<file path="config.mk">
export PLATFORM = sky130hd
export DESIGN_NAME = ddr_bringup_seq
export DESIGN_NICKNAME = d
export VERILOG_FILES = /design/src/rtl/ddr_bu_pkg.sv /design/src/rtl/bu_tick_timer.sv /design/src/rtl/bu_event_ctr.sv /design/src/rtl/ddr_bringup_seq.sv
export SDC_FILE = /design/constraint.sdc
export NUM_CORES = 1
export LEC_CHECK = 0
export BUFFER_PORTS_ARGS = -buffer_cell sky130_fd_sc_hd__buf_2
export CAP_MARGIN = 20
export CORE_MARGIN = 2
export CORE_UTILIZATION = 50
export DETAILED_ROUTE_END_ITERATION = 12
export GPL_TIMING_DRIVEN = 0
export PLACE_DENSITY = 0.75
export SLEW_MARGIN = 20
export SYNTH_ARGS = -nofsm -noshare
export SYNTH_HDL_FRONTEND = slang
export SYNTH_HIERARCHICAL = 1
export SYNTH_SLANG_ARGS = --single-unit
</file>
<file path="constraint.sdc">
create_clock -name clk -period 2.9 [get_ports clk]
set_input_delay 0.435 -clock clk [delete_from_list [all_inputs] [get_ports clk]]
set_output_delay 0.435 -clock clk [all_outputs]
set_load 0.02 [all_outputs]
</file>
<file path="src/rtl/ddr_bu_pkg.sv">
// Package: shared step encoding for the DDR bring-up sequencer.
// Assumes: the order of codes is significant; output decode uses ranges.
package ddr_bu_pkg;
    typedef enum logic [3:0] {
        ST_IDLE   = 4'd0,
        ST_HOLD   = 4'd1,
        ST_CREL   = 4'd2,
        ST_PADS   = 4'd3,
        ST_CAL    = 4'd4,
        ST_CCHK   = 4'd5,
        ST_DRV    = 4'd6,
        ST_LOAD   = 4'd7,
        ST_RREL   = 4'd8,
        ST_ITRIG  = 4'd9,
        ST_IWAIT  = 4'd10,
        ST_SETTLE = 4'd11,
        ST_DONE   = 4'd12,
        ST_FAIL   = 4'd13
    } seq_st_e;
endpackage

</file>
<file path="src/rtl/bu_tick_timer.sv">
// Module: prescaled tick timer. Emits one tick every DIV clocks and counts
// the ticks since the last clear, saturating at all-ones.
// Assumes: clr is asserted on the edge that enters a new step, so the count
// restarts at zero in the first cycle of that step.
module bu_tick_timer #(
    parameter int DIV = 25,
    parameter int TW  = 16
) (
    input  logic          clk,
    input  logic          rst_n,
    input  logic          clr,
    output logic [TW-1:0] tcnt
);
    localparam int PW = (DIV > 1) ? $clog2(DIV) : 1;
    localparam logic [PW-1:0] PLAST = PW'(DIV - 1);

    logic [PW-1:0] presc_q;

    // Prescaler and tick counter, both restarted by clr.
    always_ff @(posedge clk) begin
        if (!rst_n || clr) begin
            presc_q <= '0;
            tcnt    <= '0;
        end else if (presc_q == PLAST) begin
            presc_q <= '0;
            if (tcnt != '1) tcnt <= tcnt + 1'b1;
        end else begin
            presc_q <= presc_q + 1'b1;
        end
    end

    // the count only ever holds or steps by one between clears.
    a_r2_tick_step: assert property (@(posedge clk) disable iff (!rst_n)
        !clr |=> (tcnt == $past(tcnt) || tcnt == $past(tcnt) + 1'b1));
endmodule

</file>
<file path="src/rtl/bu_event_ctr.sv">
// Module: wrapping event counter, cleared only by reset.
// Assumes: inc is a one-cycle pulse per event.
module bu_event_ctr #(
    parameter int W = 8
) (
    input  logic         clk,
    input  logic         rst_n,
    input  logic         inc,
    output logic [W-1:0] cnt
);
    // Count events modulo 2^W.
    always_ff @(posedge clk) begin
        if (!rst_n)   cnt <= '0;
        else if (inc) cnt <= cnt + 1'b1;
    end

    // the counter moves only on an event.
    a_r11_hold_no_inc: assert property (@(posedge clk) disable iff (!rst_n)
        !inc |=> cnt == $past(cnt));
endmodule

</file>
<file path="src/rtl/ddr_bringup_seq.sv">
// Module: DDR bring-up sequencer top. Walks the reset, pad, calibration,
// register-load and initialisation steps in a fixed order with timed holds
// and timeouts, and ends in done or failure.
// Assumes: all outputs are decoded from registered state; inputs are
// synchronous to clk.
module ddr_bringup_seq
    import ddr_bu_pkg::*;
#(
    parameter int TICK_DIV      = 25,
    parameter int HOLD_TICKS    = 10000,
    parameter int SETTLE_TICKS  = 10000,
    parameter int TIMEOUT_TICKS = 50000,
    parameter int DRV_CODE      = 7,
    parameter int ODT_CODE      = 7,
    parameter int CNT_W         = 8
) (
    input  logic             clk,
    input  logic             rst_n,
    input  logic             start,
    input  logic             cal_clear,
    input  logic             cal_err,
    input  logic             init_done,
    output logic             dram_rst_n,
    output logic             dram_rst_oe,
    output logic             ctl_force_rst,
    output logic             sstl_ena,
    output logic             cal_en,
    output logic [2:0]       drive_code,
    output logic [2:0]       odt_code,
    output logic             ck_oe,
    output logic             cmd_oe,
    output logic             odt_oe,
    output logic             cfg_load,
    output logic             init_go,
    output logic             seq_done,
    output logic             seq_fail,
    output logic [3:0]       seq_state,
    output logic [CNT_W-1:0] boot_cnt,
    output logic [CNT_W-1:0] fail_cnt
);
    localparam int MAXT0 = (HOLD_TICKS > SETTLE_TICKS) ? HOLD_TICKS : SETTLE_TICKS;
    localparam int MAXT  = (MAXT0 > TIMEOUT_TICKS) ? MAXT0 : TIMEOUT_TICKS;
    localparam int TW    = $clog2(MAXT + 1) + 1;
    localparam logic [TW-1:0] T_HOLD   = TW'(HOLD_TICKS);
    localparam logic [TW-1:0] T_SETTLE = TW'(SETTLE_TICKS);
    localparam logic [TW-1:0] T_TMO    = TW'(TIMEOUT_TICKS);

    seq_st_e       st_q, st_nxt;
    logic [TW-1:0] tcnt;
    logic          cal_q;
    logic          tmr_clr;

    assign tmr_clr = (st_nxt != st_q);

    bu_tick_timer #(.DIV(TICK_DIV), .TW(TW)) u_timer (
        .clk(clk), .rst_n(rst_n), .clr(tmr_clr), .tcnt(tcnt)
    );

    // Next-step selection.
    always_comb begin
        st_nxt = st_q;
        unique case (st_q)
            ST_IDLE, ST_DONE, ST_FAIL: if (start) st_nxt = ST_HOLD;
            ST_HOLD:   if (tcnt >= T_HOLD) st_nxt = ST_CREL;
            ST_CREL:   st_nxt = ST_PADS;
            ST_PADS:   st_nxt = ST_CAL;
            ST_CAL: begin
                if (!cal_q)              st_nxt = ST_CCHK;
                else if (tcnt >= T_TMO)  st_nxt = ST_FAIL;
            end
            ST_CCHK:   st_nxt = cal_err ? ST_FAIL : ST_DRV;
            ST_DRV:    st_nxt = ST_LOAD;
            ST_LOAD:   st_nxt = ST_RREL;
            ST_RREL:   if (tcnt >= T_HOLD) st_nxt = ST_ITRIG;
            ST_ITRIG:  st_nxt = ST_IWAIT;
            ST_IWAIT: begin
                if (init_done)           st_nxt = ST_SETTLE;
                else if (tcnt >= T_TMO)  st_nxt = ST_FAIL;
            end
            ST_SETTLE: if (tcnt >= T_SETTLE) st_nxt = ST_DONE;
            default:   st_nxt = ST_IDLE;
        endcase
    end

    // Step register.
    always_ff @(posedge clk) begin
        if (!rst_n) st_q <= ST_IDLE;
        else        st_q <= st_nxt;
    end

    // Calibration enable: set on entry, cleared by the calibration circuit or on leaving.
    always_ff @(posedge clk) begin
        if (!rst_n)                              cal_q <= 1'b0;
        else if (st_q == ST_PADS)                cal_q <= 1'b1;
        else if (cal_clear || st_nxt != ST_CAL)  cal_q <= 1'b0;
    end

    bu_event_ctr #(.W(CNT_W)) u_boot_ctr (
        .clk(clk), .rst_n(rst_n), .inc(st_q == ST_LOAD), .cnt(boot_cnt)
    );

    bu_event_ctr #(.W(CNT_W)) u_fail_ctr (
        .clk(clk), .rst_n(rst_n),
        .inc(st_nxt == ST_FAIL && st_q != ST_FAIL), .cnt(fail_cnt)
    );

    // Output decode from the registered step.
    always_comb begin
        dram_rst_oe   = !(st_q == ST_IDLE || st_q == ST_FAIL);
        dram_rst_n    = (st_q >= ST_RREL) && (st_q <= ST_DONE);
        ctl_force_rst = (st_q == ST_IDLE) || (st_q == ST_HOLD) || (st_q == ST_FAIL);
        sstl_ena      = (st_q >= ST_PADS) && (st_q <= ST_DONE);
        ck_oe         = (st_q >= ST_DRV) && (st_q <= ST_DONE);
        cmd_oe        = ck_oe;
        odt_oe        = ck_oe;
        cfg_load      = (st_q == ST_LOAD);
        init_go       = (st_q == ST_ITRIG);
        seq_done      = (st_q == ST_DONE);
        seq_fail      = (st_q == ST_FAIL);
        seq_state     = st_q;
        cal_en        = cal_q;
        drive_code    = 3'(DRV_CODE);
        odt_code      = 3'(ODT_CODE);
    end

    // the pads are never on while the controller is held in reset.
    a_r3_pads_after_release: assert property (@(posedge clk) disable iff (!rst_n)
        sstl_ena |-> !ctl_force_rst);
    // a clear pulse drops the calibration enable at the next edge.
    a_r4_cal_clears: assert property (@(posedge clk) disable iff (!rst_n)
        (cal_en && cal_clear) |=> !cal_en);
    // the load strobe comes with the drivers already on a cycle earlier.
    a_r6_drivers_before_load: assert property (@(posedge clk) disable iff (!rst_n)
        cfg_load |-> (ck_oe && cmd_oe && odt_oe && $past(ck_oe)));
    // each release of the DRAM reset steps the boot counter.
    a_r7_boot_step: assert property (@(posedge clk) disable iff (!rst_n)
        $rose(dram_rst_n) |-> boot_cnt == CNT_W'($past(boot_cnt) + 1'b1));
    // the init trigger is a single-cycle pulse.
    a_r8_init_single: assert property (@(posedge clk) disable iff (!rst_n)
        init_go |=> !init_go);
    // entering failure steps the failure counter.
    a_r10_fail_step: assert property (@(posedge clk) disable iff (!rst_n)
        $rose(seq_fail) |-> fail_cnt == CNT_W'($past(fail_cnt) + 1'b1));
endmodule

</file>
# == After elaboration in Yosys (flattened, before gate mapping) ==
# Cells that the tools add are included.
# word_totals
ff_bits,43
latchBits,0
ramBits,0
rom_bits,0
input_bits,6
output_inout_bits,38
elab_cells,62
mem_count,0
# classes
n_addsub,4
multipliers,0
div_mod_pow,0
magnitude_cmp,6
eq_ne,19
n_shift,0
n_mux,11
bitwise,0
n_reduce_logical,16
# op_table
cell,count
one-hot mux 4 bit (12 select lines),1
2-to-1 mux 4 bit,8
"equality test 4 bit, second input constant",7
"adder 17 x 1 -> 17 bit, second input constant",1
"greater-or-equal comparator 17 x 14 -> 1 bit, second input constant",1
"greater-or-equal comparator 17 x 16 -> 1 bit, second input constant",1
"inequality test 17 bit, second input constant",1
"adder 8 x 1 -> 8 bit, second input constant",2
"equality test 4 x 3 -> 1 bit, second input constant",4
"equality test 4 x 2 -> 1 bit, second input constant",2
"adder 5 x 1 -> 5 bit, second input constant",1
"equality test 5 bit, second input constant",1
logical OR 1 bit,5
"equality test 4 x 1 -> 1 bit, second input constant",1
"greater-or-equal comparator 4 x 2 -> 1 bit, second input constant",1
"greater-or-equal comparator 4 x 3 -> 1 bit, second input constant",1
"greater-or-equal comparator 4 bit, second input constant",1
"<= comparator 4 bit, second input constant",1
logical AND 1 bit,4
logical NOT 4 bit,1
"inequality test 4 x 3 -> 1 bit, second input constant",1
inequality test 4 bit,1
"inequality test 4 bit, second input constant",1
OR reduction 3 bit,1
5 further kinds,7

# == Longest topological paths before layout ==
# Gate-level depths: netlist of the first run.
# logic_depth
depth_word,8
mapped_depth,11
mapped_depth_nobuf,10

# == Cells and area by module ==
# Netlist of the first run, hierarchy kept.
# modules_own_cells
mod,instances,cells_per_inst,area_per_inst_um2,seq_area_each_um2
bu_tick_timer,1,117,1026.0,440.4
ddr_bringup_seq,1,120,802.0,100.1
bu_event_ctr,2,37,359.1,160.2

# == Worst setup path before layout of the first run ==
# OpenSTA, ideal clock, no wires.
# synth_timing
path_kind,register -> register
start,reg u_timer.tcnt[10]
end,reg u_timer.tcnt[8]
setup_ns,0.074
arrival_time_ns,2.890
required_ns,2.826
slack_ns,-0.064
stages_incl_launch_ff,11
path_buffers,1
synth_period_minus_slack_ns,2.964
cell_sequence,dfxtp_1 or4_4 a21oi_4 a21oi_2 and4_1 o31a_1 or4_1 nand2b_1 clkbuf_1 or4_1 o21ai_0
# synth_via
elab_chain_cells,6
word_cells_on_any_way,13
classes_between,order compare (2); eq/ne (2); mux (7); reduce/logical (2)
# synth_lines
item,line,source
"start, declared",bu_tick_timer.sv:12,output logic [TW-1:0] tcnt
"start signal, assigned",bu_tick_timer.sv:26,if (tcnt != '1) tcnt <= tcnt + 1'b1;
greater-or-equal comparator 17 x 16 -> 1 bit,"ddr_bringup_seq.sv:69, ddr_bringup_seq.sv:78",
2-to-1 mux 4 bit,"ddr_bringup_seq.sv:69, ddr_bringup_seq.sv:78",
"2-to-1 mux 4 bit, on equally long branches","ddr_bringup_seq.sv:77, ddr_bringup_seq.sv:68",
one-hot mux 4 bit (12 select lines) (*),ddr_bringup_seq.sv:62,unique case (st_q)
inequality test 4 bit (*),ddr_bringup_seq.sv:53,assign tmr_clr = (st_nxt != st_q);
named net tmr_clr,ddr_bringup_seq.sv:51,logic tmr_clr;
logical OR 1 bit (*),bu_tick_timer.sv:21,if (!rst_n || clr) begin
# The timed path passes the listed nets; every way through them passes the cells marked *.
# A chain may end at the register's enable or synchronous reset.

# == Final worst setup path of the first run ==
# Same ends and word-level chain as after synthesis.

==> results of run 1 <==
area by class of cell:
cell class	count	area (um2)	share of cell area
buffer	21	121	0.0402
sequential	43	866	0.287
inverter	11	41.3	0.0137
clock inverter	3	43.8	0.0145
timing repair buffer	41	215	0.0714
multi-input combinational	240	1580	0.522
tap	67	83.8	0.0278
clock buffer	5	68.8	0.0228
per-stage QoR:
step / area (um2) / TNS [ps]
after detailed placement: 2840 / -961
after CTS: 3000 / -29.7
after floorplan: 2570 / 0
after global routing: 3020 / -158
after global placement: 2840 / -728
final: 3020 / 0
sequential cells by signal, indices dropped and copies added (netlist names):
name	count
cal_en	1
seq_state	4
u_boot_ctr/cnt	8
u_fail_ctr/cnt	8
u_timer/presc_q	5
u_timer/tcnt	17
worst reg2reg max path: cells and delay by family, from the launching register on:
kind / cells / cell delay [ps]
DFF: 1 / 350
AOI/OAI and AO/OA: 5 / 780
and+or+nand+nor: 4 / 1650
repair_timing:
item / 4_1_cts / 5_1_grt
endpoints found under the setup margin: 12 / 20
setup buffers: 4 / 0
gates resized for setup: 8 / 9
pin swaps: 9 / 2
power groups by stage:
stage	combinational, W	clock, W	sequential [W]
2_1_floorplan	0.0000538	0	0.000613
3_3_place_gp	0.0000760	0	0.000612
3_5_place_dp	0.0000763	0	0.000612
4_1_cts	0.0000851	0.000477	0.000597
5_1_grt	0.0000935	0.000506	0.000598
6_report	0.0000838	0.000466	0.000597
per-layer routing:
layer | up-vias | track usage
met2 | 76 | 0.340
met4 | 0 | 0.0682
met5 | - | 0
met1 | 1084 | 0.276
met3 | 8 | 0.0489
li1 | 1206 | -
layout by cell type, fill, tap and decap left out, types with 5 or more instances in the layout:
| cell type | netlist | routed |
|---|---|---|
| nand4_1 | 6 | 6 |
| clkbuf_1 | 11 | 7 |
| nand2_1 | 24 | 24 |
| buf_2 | 0 | 37 |
| xnor2_1 | 15 | 15 |
| buf_4 | 10 | 14 |
| dfxtp_1 | 43 | 41 |
| nand3_1 | 12 | 12 |
| o21a_1 | 7 | 7 |
| a21oi_1 | 12 | 12 |
| ha_1 | 6 | 6 |
| clkbuf_8 | 0 | 5 |
| and2_1 | 9 | 9 |
| or3_1 | 12 | 12 |
| conb_1 | 1 | 6 |
| o21ai_0 | 20 | 19 |
| nor3_1 | 8 | 8 |
| nor2_1 | 32 | 32 |
| inv_1 | 11 | 11 |
worst paths after layout:
path	depth (start not counted)	slack (ps)	to
max	9	70	u_timer/tcnt[8]$_SDFFE_PP0P_
min	4	420	cal_en$_SDFFE_PN0P_
max reg2reg	9	70	u_timer/tcnt[8]$_SDFFE_PP0P_
min reg2reg	2	470	u_fail_ctr/cnt[7]$_SDFFE_PN0P_
cell families (layout without fill, tap and decap cells):
logic type	after synthesis	count (layout)	share of synthesized area
AOI/OAI and AO/OA	63	63	0.168
xor gates and xnor gates	19	19	0.0654
adders and majority gates	6	6	0.0295
buffers and inverters	33	81	0.0634
DFF	43	43	0.338
muxes	4	4	0.0157
other	1	6	0.00147
and+or+nand+nor	142	142	0.318
==> metrics.txt, run 1 <==
Layout area overhead=18.4%; DRT iter0 DRCs=171; routed len/inst=13.5 um; origin of the critical flop-to-flop path=u_timer/tcnt[10]$_SDFFE_PP0P_; final number of hold-violating endpoints=0; IO Count=44; worst path cell trace=or4_4, a21oi_4, a21oi_2, o21a_1, o221a_1, or4_4, nand2b_4, or4_1, o21ai_1; WL final=5820 um; Min Clock Period, post-route=2830 ps; Leakage=1.22 nW; Hold Buf Count CTS=0; Antenna diodes=0; Synth async-reset ratio=0; htree depth=2; Core Rows=25; CTS root buf=clkbuf_8; Avg Inst Size Synth=8.19 um2; Crit. End Element=flip-flop; final worst setup slack=70.9 ps; Cell Pwr Density=380 nW/um2; Final nets=375; switching power=0.000265 W; Crit path largest cell delay=540 ps; top cells by count, synth=43 x dfxtp_1, 32 x nor2_1, 24 x nand2_1, 20 x o21ai_0, 15 x xnor2_1; drt drc=0; total number of vias=2374; CTS tree=done; Peak VDD IR=0.297 mV; hold slack=419 ps; fmax=0.353 GHz; crit path from=u_timer/tcnt[10]$_SDFFE_PP0P_; Setup-failing EPs final=0; fin. max-slew vios=0; status=finished, final reports clean; synth top area cells=dfxtp_1 34%, xnor2_1 5.2%, nor2_1 4.7%, o21ai_0 3.9%, nand2_1 3.5%; share of the synthesized area in the top cell type=0.338; global-route usage over all layers=0.210; initial antenna violation count=0; worst min-delay path category=in2reg; fraction of layout cells with a size suffix above 1=0.234; vias in the first global route=2038; Core ar.=4820 um2; Die X=75.4 um; Logic pwr share=0.073; Starting Density=0.529; Cells after DPL=420; Crit Path Class=reg2reg; Synth Warn #=6; Max clock buf depth=2; DR vias/cell=5.51; CP Launch Type=flip-flop; wire length on met3=358 um; clock skew=3.42 ps; met1 WL=2640 um; max layer used=met4; area leader, netlist=dfxtp_1; Slew headroom=0.583; gr ovfl total=0; cell family with most CP delay=simple AND/OR/NAND/NOR gates; overall die area=5680 um2; fillcell total=441; routability cong.=0.933; final worst-path cycle share=0.976; clk sink count=43; worst path bufs/invs=0; cell mode on critical path=or4_4; port bufs=37; mapped cell area=2550 um2; worst slew pin tran=619 ps; Place WS=-223 ps; #FFs+latches synth=43; crit path DAT=3060 ps; Flop pwr share=0.520; pin count of the biggest net entering global routing=24; Die H=75.4 um; Crit path required time=3130 ps; count of cell types in the netlist=56; met2 WL post-DR=2760 um; dpl hpwl=4100 um; Clock power frac=0.406; Cell Count, Final, Fillers Out=431; Max-Cap Viols=0; first-pass GRT wire length=9190 um; worst-path maximum fanout=5; top_reg_cell synth=dfxtp_1; first drt pass iteration count=5; worst hold start=cal_clear; number of synthesized flops with an enable pin=0; Synth Instances=311; cell with the most instances after synthesis=dfxtp_1; final core occ=0.626; total power=0.00115 W; Internal=0.000882 W; Clock transition at path regs=80 ps; clk_lat worst skew=300 ps; Seq/Total Area, Yosys=0.338; antenna viol nets, final=0; cts bufs inserted=5; Sw Share=0.231; critical path's slowest cell=or4_4
No activity file was read; power rests on OpenSTA's default activity.
==> run 2, diff against run 1 <==
SYNTH_HIERARCHICAL = default   (was 1)
==> run 2 against run 1 <==
Combinational power is 2% lower. Critical endpoint is now cfg_load. Die area decreased by 1.8%. Largest cell class unchanged. Highest routed layer unchanged. Setup slack improved by 99 ps. Global-route usage decreased by 1.9 points. Sequential cell count unchanged. First-iteration DRC count down 46%. Power shrank 7.6%. Synthesized cell count shrank 2.9%. Area after synthesis fell by 1.9%. Sequential share of layout area is 1.1 points higher. Wire length is 9.7% lower. Cell count down 3.0%.
==> metrics.txt, run 2 <==
Max-Cap Viols=0 (unchanged); Final nets=363 (-3.2%); final core occ=0.607 (-0.0194); CTS tree=done; global-route usage over all layers=0.191 (-0.0185); max FFs per register=17 (unchanged); htree depth=2 (unchanged); top_reg_cell synth=dfxtp_1; Antenna diodes=0 (unchanged); Cells after DPL=410 (-2.4%); crit path DAT=2290 ps (-770 ps); worst path cell trace=clkbuf_8, clkbuf_1, nand2_1, nor3_1, buf_2; DRT iter0 DRCs=93 (-46%); cts repair resizes=1 (-7); cell with the most instances after synthesis=dfxtp_1; RSZ-0062 raised after global routing=false; register-to-register setup slack=250 ps (+180 ps); largest registers=u_timer.tcnt (17), u_boot_ctr.cnt (8), u_fail_ctr.cnt (8); routed len/inst=12.6 um (-6.9%); cts bufs inserted=5 (unchanged); total number of vias=2223 (-6.4%); Post-DP Area=2780 um2 (-2.0%); fillcell total=438 (-0.68%); worst min-delay path category=in2reg; pin count of the biggest net entering global routing=14 (-42%); Die H=74.7 um (-0.91%); hold endpoint=seq_state[0]$_SDFF_PN0_; CP Launch Type=flip-flop; fin. max-slew vios=0 (unchanged); Cell Pwr Density=368 nW/um2 (-3.4%); area of the multi-input gates=1440 um2 (-8.4%); cell family with most CP delay=simple AND/OR/NAND/NOR gates; Crit. End Element=output port; DR vias/cell=5.32 (-3.4%); Avg Inst Size Synth=8.27 um2 (+1.0%); area leader, netlist=dfxtp_1; Design Area, Final=2880 um2 (-4.4%); Setup-failing EPs final=0 (unchanged); top cells by count, synth=43 x dfxtp_1, 39 x nor2_1, 31 x nand2_1, 18 x xor2_1; commonest non-fill, non-tap cells in the layout=43 x dfxtp_1, 39 x nor2_1, 38 x buf_2; worst hold start=rst_n; hold path depth=2 (-2); mapped cell area=2500 um2 (-1.9%); most flop-heavy register=u_timer.tcnt; Synth Instances=302 (-2.9%); final number of hold-violating endpoints=0 (unchanged); Crit path required time=2470 ps (-660 ps); Layout area overhead=15.5%; worst-path maximum fanout=10 (+5); fmax=0.366 GHz (+3.6%); Core Rows=25 (unchanged); number of synthesized flops with an enable pin=0 (unchanged); #FFs+latches synth=43 (unchanged); share of the synthesized area in the top cell type=0.345 (+0.00661); initial antenna violation count=0 (unchanged); commonest non-fill, non-tap cell in the layout=dfxtp_1; Synth Warn #=0 (-6); Crit Path Class=reg2out; Die X=74.7 um (-0.91%); port bufs=36 (-2.7%); Crit path largest cell delay=700 ps (+160 ps); Peak VDD IR=0.258 mV (-13%); Max clock buf depth=2 (unchanged); dpl hpwl=3960 um (-3.5%); Leakage=1.17 nW (-4.3%); reg2reg path depth=8 (-1); first drt pass iteration count=4 (-1); Min Clock Period, post-route=2730 ps (-99.3 ps); fraction of layout cells with a size suffix above 1=0.211 (-0.0227); Slew headroom=0.413 (-0.170); CTS root buf=clkbuf_8; worst slew pin tran=873 ps (+254 ps); overall die area=5580 um2 (-1.8%); Hold Buf Count CTS=0 (unchanged); total power=0.00106 W (-7.6%); critical path's slowest cell=nor3_1; worst path bufs/invs=3 (+3); total setup buffers inserted after CTS=0 (-4); Synth async-reset ratio=0 (unchanged); FF/Latch Area=861 um2 (-0.58%); r2r endpoint=u_fail_ctr.cnt[5]$_SDFFE_PN0P_; Seq/Total Area, Yosys=0.345 (+0.00661); Core ar.=4750 um2 (-1.3%); vias in the first global route=1951 (-4.3%); count of cell types in the netlist=56 (unchanged); Cell Count, Final, Fillers Out=418 (-3.0%); synth top area cells=dfxtp_1 34%, xor2_1 6.3%, nor2_1 5.9%, nand2_1 4.7%, ha_1 3.5%; WL final=5250 um (-9.7%); Clock transition at path regs=90 ps (about the same); origin of the critical flop-to-flop path=u_timer.tcnt[11]$_SDFFE_PP0P_; clk sink count=43 (unchanged); gr ovfl total=0 (unchanged); IO Count=44 (unchanged); routability cong.=0.906 (-2.9%); clk_lat worst skew=300 ps (about the same); final worst-path cycle share=0.941 (-0.0342); status=finished, final reports clean; drt drc=0 (unchanged); Starting Density=0.525 (-0.00331); antenna viol nets, final=0 (unchanged); clock skew=13.9 ps (+10.4 ps); first-pass GRT wire length=8440 um (-8.2%)
run 2: cell types whose count changed in the layout (fill, tap and decap cells not counted), sizes merged, moves of 5 or more:
cell,previous run,this run
and2,10,3
nand2,24,31
nor2,32,39
o21a,7,2
o21ai,20,13
or3,12,7
xnor2,15,7
xor2,4,18
run 2: layer usage:
layer | routed length (um) | vias up | global-route usage
met4 | 38 | 0 | 0.0556
met3 | 297 | 4 | 0.0562
met1 | 2410 | 1039 | 0.239
li1 | - | 1128 | -
met5 | 0 | - | 0
met2 | 2510 | 52 | 0.321
run 2: power breakdown:
group | internal (W) | switching [W]
combinational | 0.0000333 | 0.0000488
clock | 0.000169 | 0.000213
sequential | 0.000594 | 0.00000270
run 2: stage by stage:
step	setup WS [ps]	setup TNS [ps]	hold WS, ps
5_1_grt	9.27	0	392
4_1_cts	182	0	380
3_5_place_dp	-49.5	-58.9	472
3_3_place_gp	-42.0	-64.3	458
2_1_floorplan	313	0	454
6_report	170	0	382
run 2: worst max path at each step:
stage | start | to | slack, ps | depth (start not counted)
6_report | seq_state[0]$_SDFF_PN0_ | cfg_load | 170 | 5
5_1_grt | seq_state[0]$_SDFF_PN0_ | cfg_load | 9 | 5
4_1_cts | u_timer.tcnt[15]$_SDFFE_PP0P_ | u_fail_ctr.cnt[5]$_SDFFE_PN0P_ | 180 | 8
3_5_place_dp | u_timer.tcnt[4]$_SDFFE_PP0P_ | u_timer.tcnt[13]$_SDFFE_PP0P_ | -50 | 11
3_3_place_gp | u_timer.tcnt[4]$_SDFFE_PP0P_ | u_timer.tcnt[13]$_SDFFE_PP0P_ | -40 | 11
2_1_floorplan | seq_state[0]$_SDFF_PN0_ | u_boot_ctr.cnt[5]$_SDFFE_PN0P_ | 310 | 8
run 2: cell families after synthesis:
logic type               after synthesis  share of synthesized area
AND/OR/NAND/NOR                      134                      0.266
AO/OA/AOI/OAI                         51                      0.140
flip-flops                            43                      0.345
buffers and inverters                 33                     0.0927
XOR/XNOR                              25                     0.0877
multiplexers                           8                     0.0326
adder cells (fa/ha/maj)                7                     0.0351
other                                  1                    0.00150
run 2: final cells by class:
| cell class | instances | share of cell area |
|---|---|---|
| plain buffers | 22 | 0.0659 |
| clock buffers | 6 | 0.0252 |
| clock inverters | 2 | 0.00434 |
| inverters | 11 | 0.0143 |
| multi-input cells | 231 | 0.500 |
| flip-flops and latches | 43 | 0.298 |
| well taps | 67 | 0.0291 |
| repair buffers | 36 | 0.0625 |
==> run 3, diff against run 2 <==
CORE_ASPECT_RATIO = 0.75   (was default)
CORE_UTILIZATION = 45   (was 50)
PLACE_DENSITY = 0.69   (was 0.75)
==> run 3 against run 2 <==
Global-route usage shrank 1.0 points. Power grew 7.0%. Sequential cell count is the same. Non-clock buffer count is the same. Clock power grew 18%. Clock skew shrank 8.6 ps. Die area grew 11%. Via count grew 0.63%.
==> metrics.txt, run 3 (same netlist as run 2, synthesis figures left out) <==
final worst setup slack=227 ps (+57.0 ps); Setup-failing EPs final=0 (unchanged); Leakage=1.18 nW (+1.0%); WL final=5610 um (+6.8%); Layout area overhead=17.0%; fillcell total=511 (+17%); Slew headroom=0.641 (+0.227); initial antenna violation count=0 (unchanged); global-route usage over all layers=0.181 (-0.00996); Die H=68.5 um (-8.2%); max FFs per register=17 (unchanged); CP Launch Type=flip-flop; RSZ-0062 raised after global routing=false; cts bufs inserted=5 (unchanged); Max-Cap Viols=0 (unchanged); Core Rows=23 (-8.0%); Crit path required time=3130 ps (+660 ps); Hold Buf Count CTS=0 (unchanged); fraction of layout cells with a size suffix above 1=0.214 (+0.00346); crit path DAT=2900 ps (+610 ps); total setup buffers inserted after CTS=0 (unchanged); final core occ=0.546 (-0.0605); routability cong.=0.892 (-1.6%); htree depth=2 (unchanged); clock skew=5.23 ps (-8.63 ps); Final nets=363 (unchanged); gr ovfl total=0 (unchanged); Post-DP Area=2790 um2 (+0.36%); fmax=0.374 GHz (+2.1%); CTS root buf=clkbuf_8; status=finished, final reports clean; total power=0.00113 W (+7.0%); fin. max-slew vios=0 (unchanged); most flop-heavy register=u_timer.tcnt; worst min-delay path category=in2reg; vias in the first global route=1980 (+1.5%); Min Clock Period, post-route=2670 ps (-57.0 ps); CTS tree=done; worst-path maximum fanout=10 (unchanged); Die X=90.0 um (+21%); DR vias/cell=5.26 (-1.0%); worst slew pin tran=534 ps (-339 ps); Cell Pwr Density=388 nW/um2 (+5.5%); Design Area, Final=2920 um2 (+1.3%); antenna viol nets, final=0 (unchanged); clk sink count=43 (unchanged); DRT iter0 DRCs=168 (+81%); commonest non-fill, non-tap cells in the layout=43 x dfxtp_1, 39 x nor2_1, 38 x buf_2; overall die area=6170 um2 (+11%); final number of hold-violating endpoints=0 (unchanged); dpl hpwl=4190 um (+5.9%); routed len/inst=13.2 um (+5.0%); total number of vias=2237 (+0.63%); first drt pass iteration count=4 (unchanged); Peak VDD IR=0.228 mV (-12%); commonest non-fill, non-tap cell in the layout=dfxtp_1; Crit. End Element=flip-flop; Max clock buf depth=2 (unchanged); Starting Density=0.467 (-0.0587); largest registers=u_timer.tcnt (17), u_boot_ctr.cnt (8), u_fail_ctr.cnt (8); post-route setup TNS=0 ps (unchanged); first-pass GRT wire length=9070 um (+7.5%); Core ar.=5350 um2 (+13%); final worst-path cycle share=0.922 (-0.0197); IO Count=44 (unchanged); Clock transition at path regs=80 ps (about the same); drt drc=0 (unchanged); Crit Path Class=reg2reg; Antenna diodes=0 (unchanged); clk_lat worst skew=290 ps (about the same); Place WS=-52.3 ps (-2.81 ps); port bufs=36 (unchanged); pin count of the biggest net entering global routing=13 (-1)
[run 3: changes by cell type in the layout (fill, tap and decap cells not counted)]
cell / before / now
bufinv_16: 0 / 1
clkinv_2: 1 / 0
clkinvlp_4: 1 / 0
nor3_1: 8 / 7
nor3_2: 0 / 1
nor4_1: 3 / 2
nor4_2: 0 / 1
[run 3: repair_timing]
item                       CTS  global route
gates resized for setup      1             4
cloned                       0             0
setup endpoints to repair    4            11
[run 3: final timing paths]
path	from	to	slack [ps]	cells past startpoint
setup / recovery	u_timer.tcnt[4]$_SDFFE_PP0P_	u_timer.tcnt[4]$_SDFFE_PP0P_	230	8
hold / removal	rst_n	seq_state[0]$_SDFF_PN0_	390	2
setup reg to reg	u_timer.tcnt[4]$_SDFFE_PP0P_	u_timer.tcnt[4]$_SDFFE_PP0P_	230	8
hold reg to reg	u_fail_ctr.cnt[5]$_SDFFE_PN0P_	u_fail_ctr.cnt[5]$_SDFFE_PN0P_	480	2
[run 3: layout make-up]
cell class,count,area (um2),area share
Clock buffer,6,72.6,0.0248
Sequential cell,43,861,0.295
Buffer,22,190,0.0651
Clock inverter,1,30.0,0.0103
Inverter,11,41.3,0.0141
Multi-Input combinational cell,231,1450,0.497
Timing Repair Buffer,36,180,0.0616
Tap cell,75,93.8,0.0321
[run 3: where the power goes]
part	total [W]	internal, W	switching [W]
registers	0.000597	0.000593	0.00000305
clock network	0.000452	0.000253	0.000199
logic	0.0000857	0.0000336	0.0000521
[run 3: worst max-delay path: stages, from the launching register on]
cell and delay (ps):
dfxtp_1 340, nor4_1 470, o211ai_2 190, mux2i_1 170, or4b_4 570, o21a_1 210
a211o_1 370, buf_6 180, nor2_1 100
[run 3: per-layer routing]
| layer | part of all wire | track usage |
|---|---|---|
| met4 | 0.0079 | 0.0596 |
| met1 | 0.51 | 0.258 |
| met3 | 0.051 | 0.0370 |
| met2 | 0.43 | 0.278 |
| met5 | 0 | 0 |
[run 3: per-stage QoR]
| step | hold WS (ps) | std cells |
|---|---|---|
| finish | 391 | 425 |
| global route | 387 | 425 |
| CTS | 389 | 425 |
| detailed placement | 469 | 418 |
| global placement | 463 | 418 |
| floorplan | 454 | 307 |
